## config.mk

```make
export PLATFORM = sky130hd
export DESIGN_NAME = nibble_word_loader
export DESIGN_NICKNAME = d
export VERILOG_FILES = /design/src/rtl/nwl_pkg.sv /design/src/rtl/nwl_strobe_gen.sv /design/src/rtl/nwl_sequencer.sv /design/src/rtl/nwl_word_store.sv /design/src/rtl/nibble_word_loader.sv
export SDC_FILE = /design/constraint.sdc
export NUM_CORES = 1
export LEC_CHECK = 0
export ABC_AREA = 0
export BUFFER_PORTS_ARGS = -buffer_cell sky130_fd_sc_hd__buf_2
export CORE_ASPECT_RATIO = 1.5
export CORE_MARGIN = 2
export CORE_UTILIZATION = 46
export DETAILED_ROUTE_END_ITERATION = 7
export PLACE_DENSITY_LB_ADDON = 0.3
export SLEW_MARGIN = 20
export SYNTH_ARGS = -nofsm -noshare
export SYNTH_HDL_FRONTEND = slang
export SYNTH_SLANG_ARGS = --single-unit
```

## constraint.sdc

```tcl
create_clock -name clk -period 3.7 [get_ports clk]
set_input_delay 0.555 -clock clk [delete_from_list [all_inputs] [get_ports clk]]
set_output_delay 0.555 -clock clk [all_outputs]
set_load 0.01 [all_outputs]
```

## src/rtl/nwl_pkg.sv

```systemverilog
package nwl_pkg;
  localparam int NIB_W = 4;
  typedef logic [NIB_W-1:0] nibble_t;
endpackage

```

## src/rtl/nwl_strobe_gen.sv

```systemverilog
module nwl_strobe_gen #(
  parameter int STROBE_CYCLES = 200
) (
  input  logic clk,
  input  logic rst,
  input  logic clear_i,
  input  logic enable_i,
  input  logic accept_i,
  output logic capture_o,
  output logic strobe_o
);
  localparam int CNT_W = (STROBE_CYCLES < 2) ? 1 : $clog2(STROBE_CYCLES);

  logic             accept_q;
  logic [CNT_W-1:0] remain_q;

  assign capture_o = enable_i & accept_i & ~accept_q;

  always_ff @(posedge clk) begin
    if (rst) begin
      accept_q <= 1'b0;
    end else begin
      accept_q <= accept_i;
    end
  end

  always_ff @(posedge clk) begin
    if (rst || clear_i) begin
      strobe_o <= 1'b0;
      remain_q <= '0;
    end else if (capture_o) begin
      strobe_o <= 1'b1;
      remain_q <= CNT_W'(STROBE_CYCLES - 1);
    end else if (remain_q != '0) begin
      remain_q <= remain_q - 1'b1;
    end else begin
      strobe_o <= 1'b0;
    end
  end
endmodule

```

## src/rtl/nwl_sequencer.sv

```systemverilog
module nwl_sequencer #(
  parameter int CHARS = 4
) (
  input  logic             clk,
  input  logic             rst,
  input  logic             clear_i,
  input  logic             step_i,
  output logic [CHARS-1:0] slot_oh_o,
  output logic             last_o
);
  localparam int POS_W = (CHARS < 2) ? 1 : $clog2(CHARS);

  logic [POS_W-1:0] pos_q;

  always_ff @(posedge clk) begin
    if (rst || clear_i) begin
      pos_q <= '0;
    end else if (step_i) begin
      if (pos_q == POS_W'(CHARS - 1)) pos_q <= '0;
      else                            pos_q <= pos_q + 1'b1;
    end
  end

  for (genvar i = 0; i < CHARS; i++) begin : g_slot
    assign slot_oh_o[i] = (pos_q == POS_W'(i));
  end

  assign last_o = slot_oh_o[CHARS-1];
endmodule

```

## src/rtl/nwl_word_store.sv

```systemverilog
module nwl_word_store
  import nwl_pkg::*;
#(
  parameter int CHARS = 4
) (
  input  logic                   clk,
  input  logic                   rst,
  input  logic                   wr_i,
  input  logic [CHARS-1:0]       slot_oh_i,
  input  logic                   last_i,
  input  nibble_t                data_i,
  output logic [CHARS*NIB_W-1:0] word_o,
  output logic                   valid_o
);
  localparam int WORD_W = CHARS * NIB_W;

  nibble_t             stage1 [CHARS-1];
  logic [WORD_W-1:0]   next_word;

  for (genvar i = 0; i < CHARS - 1; i++) begin : g_stage1
    always_ff @(posedge clk) begin
      if (rst)                       stage1[i] <= '0;
      else if (wr_i && slot_oh_i[i]) stage1[i] <= data_i;
    end
    assign next_word[(CHARS-1-i)*NIB_W +: NIB_W] = stage1[i];
  end
  assign next_word[NIB_W-1:0] = data_i;

  always_ff @(posedge clk) begin
    if (rst) begin
      word_o  <= '0;
      valid_o <= 1'b0;
    end else begin
      valid_o <= wr_i & last_i;
      if (wr_i && last_i) word_o <= next_word;
    end
  end
endmodule

```

## src/rtl/nibble_word_loader.sv

```systemverilog
module nibble_word_loader
  import nwl_pkg::*;
#(
  parameter int CHARS         = 4,
  parameter int STROBE_CYCLES = 200
) (
  input  logic                   clk,
  input  logic                   rst,
  input  logic                   listen_i,
  input  logic                   atn_i,
  input  logic                   accept_i,
  input  logic [NIB_W-1:0]       data_i,
  input  logic                   seq_clear_i,
  output logic [CHARS*NIB_W-1:0] word_o,
  output logic                   word_valid_o,
  output logic                   strobe_o
);
  logic             capture;
  logic             wr;
  logic [CHARS-1:0] slot_oh;
  logic             last;

  nwl_strobe_gen #(.STROBE_CYCLES(STROBE_CYCLES)) i_strobe (
    .clk       (clk),
    .rst       (rst),
    .clear_i   (seq_clear_i),
    .enable_i  (listen_i & atn_i),
    .accept_i  (accept_i),
    .capture_o (capture),
    .strobe_o  (strobe_o)
  );

  assign wr = capture & ~seq_clear_i;

  nwl_sequencer #(.CHARS(CHARS)) i_seq (
    .clk       (clk),
    .rst       (rst),
    .clear_i   (seq_clear_i),
    .step_i    (wr),
    .slot_oh_o (slot_oh),
    .last_o    (last)
  );

  nwl_word_store #(.CHARS(CHARS)) i_store (
    .clk       (clk),
    .rst       (rst),
    .wr_i      (wr),
    .slot_oh_i (slot_oh),
    .last_i    (last),
    .data_i    (data_i),
    .word_o    (word_o),
    .valid_o   (word_valid_o)
  );
endmodule

```

==> results.yml <==
status:
  outcome: "finished, final reports clean"
clock_network:
  cts_made_buffers: 5
  hold_buffers: 0
  htreeDepth: 2
  cts_resized: 0
  cts.sinks: 41
  clk_latency_ps: 290
  clkTransAtPathRegs_ps: 80
  clockBufferDepth: 2
  postCtsSetupBuffers: 0
  cts_tree: "built"
  cts_root_buf: "clkbuf_8"
setup_path:
  slowest_stage: "nor3_2"
  worstPathCellList: "ha_1 -> inv_1 -> nor3_2 -> mux2i_1"
  cp_top_family: "simple AND/OR/NAND/NOR gates"
  cp.required_ps: 3920
  critPathArrivalTime_ps: 2220
  crit_fanout: 15
  critPathBufInv: 1
  crit_path_max_incr_delay_ps: 480
  reg2reg_slack_ps: 1700
  startpoint_type: "register"
  setup.worst_path.class: "register to register"
  end_kind: "register"
finish:
  drive_gt1_share_pct: 21.3
  final_cell_count_no_fill: 247
  multi_input_area_um2: 807
  final_cell_mix: "dfxtp_1 (29), buf_2 (27), nor2_1 (17), a21oi_1 (16)"
  utilization_pct: 53.4
  area_growth_pct: 13.3
  final_common_cell: "dfxtp_1"
  antenna_cells: 0
  fillers: 346
  nets: 217
  regArea_um2: 941
sta:
  setup_viol: 0
  skew_ps: 7.49
  grt_setup_unrepaired: "false"
  slew_violations: 0
  slew_headroom_pct: 48.5
  final.setup.tns_ps: 0
  fmax_mhz: 501
  tightestPinTransition_ps: 772
  fin_crit_sh_pct: 54.0
  finalCriticalPeriod_ps: 2000
  hold_viol: 0
drt:
  vias: 1459
  drc: 0
  antenna_left: 0
  route.met2.wl_mm: 2.10
  dr.max_layer_used: "met4"
  dr.pass1.iters: 4
  dr_wl_met3_um: 146
  wl_met1_mm: 1.53
  wl_per_cell_um: 15.8
  viasPerCell: 5.91
  drt-initial-drc-count: 64
  routed_wl_mm: 3.91
logic_synthesis:
  synth.avg_cell_area_um2: 10.2
  synth-seq-cells: 41
  yosys_warnings: 0
  synthDistinctLibCells: 36
  yosysSeqAreaShare_pct: 51.3
  synthArstFlopShare_pct: 0
  synthFlopType: "dfxtp_1"
  synth_nets: 195
  synth_cells: 179
  synth_edf_count: 12
  syn_area_um2: 1830
floorplan:
  initial_core_util_pct: 47.1
  die_h_um: 81.3
  die_x_um: 55.5
  num_rows: 28
  ioPinCount: 28
  fp.dieArea_um2: 4520
  coreArea_um2: 3890
flow_run:
  drv_cap: 0
pwr:
  p_leak_uw: 0.000781
  clkPwrFrac_pct: 29.4
  p_switching_uw: 354
  power_uw: 1180
  max-vdd-ir-drop_mv: 0.442
  switching_share_pct: 29.9
  p_int_uw: 830
  sequentialPowerShare_pct: 45.1
  power_density_nw_per_um2: 570
  comb_power_share_pct: 25.6
global_route:
  grt_max_degree: 27
  antenna_found_initial: 0
  grtUsageTotal_pct: 18.8
  grt_overflow: 0
  grt_pass1_wl_mm: 6.49
  grt_pass1_vias: 1448
placement:
  place_congestion: 0.764
  portBuffers: 27
  post-dp-hpwl_mm: 2.76
  placed_cells: 239
hold_path:
  hp-class: "register to register"
[power by group through the flow]
stage | clock network (uW) | logic, uW | registers (uW)
final | 348 | 303 | 533
after global routing | 376 | 329 | 538
after CTS | 354 | 303 | 532
after detailed placement | 0 | 301 | 543
after global placement | 0 | 279 | 540
after floorplan | 0 | 261 | 534
[stage by stage]
stage / hold slack (ps) / area (um^2) / setup slack [ps]
finish: 472 / 2080 / 1700
global placement: 459 / 1970 / 1590
detailed placement: 462 / 1970 / 1520
floorplan: 469 / 1830 / 2200
global route: 494 / 2080 / 1480
CTS: 474 / 2080 / 1710
[tightest hold or removal path: stages (launching register included)]
cell and delay [ps]:
dfxtp_1 310, o31ai_1 60, a21oi_1 60
[area by class of cell]
cell class,instances,share of cell area [%]
Clock buffer,6,3.49
Inverter,6,1.08
Tap cell,45,2.71
Timing Repair Buffer,28,6.87
Clock inverter,2,1.69
Multi-Input combinational cell,119,38.9
Sequential cell,41,45.3
[final timing paths]
| check | from | end | depth (start not counted) |
|---|---|---|---|
| max reg2reg | i_seq.pos_q[0] | i_store.word_o[3] | 4 |
| min reg2reg | word_o[8] | word_o[8] | 2 |
| max | i_seq.pos_q[0] | i_store.word_o[3] | 4 |
| min | word_o[8] | word_o[8] | 2 |
[sequential cells by signal, indices dropped and copies added, names as in the netlist]
signal and flops:
i_store.word_o 4, i_strobe.remain_q 8, i_strobe.accept_q 1, i_seq.pos_q 2, i_store.stage1 12, i_strobe.strobe_o 1, word_o 12, i_store.valid_o 1
[synthesized netlist by cell type, types with 4 or more instances]
master    count  area, um^2
ha_1          6        75.1
a21oi_1      16        80.1
mux2i_1       4        40.0
nor4_1        4        25.0
nand3_1       4        20.0
o31ai_1      12        90.1
nand2b_1     12        75.1
nor3_1        4        20.0
nor2_1       17        63.8
edfxtp_1     12         360
clkbuf_1      9        33.8
nand4_1      12        75.1
inv_1         6        22.5
dfxtp_1      29         581
[metal layers]
layer,up-vias,global-route usage (%)
li1,703,-
met4,0,12.0
met1,706,18.0
met3,13,5.10
met5,-,0
met2,37,35.1
[logic make-up after synthesis]
kind of cell    Yosys count  share of synthesized area [%]
buf+inv                  19                           4.64
flops                    41                           51.3
fa+ha+maj                 6                           4.10
compound gates           38                           13.7
mux                       4                           2.18
simple gates             69                           23.1
xor+xnor                  2                          0.956
Power figures use the tool's default switching activity.
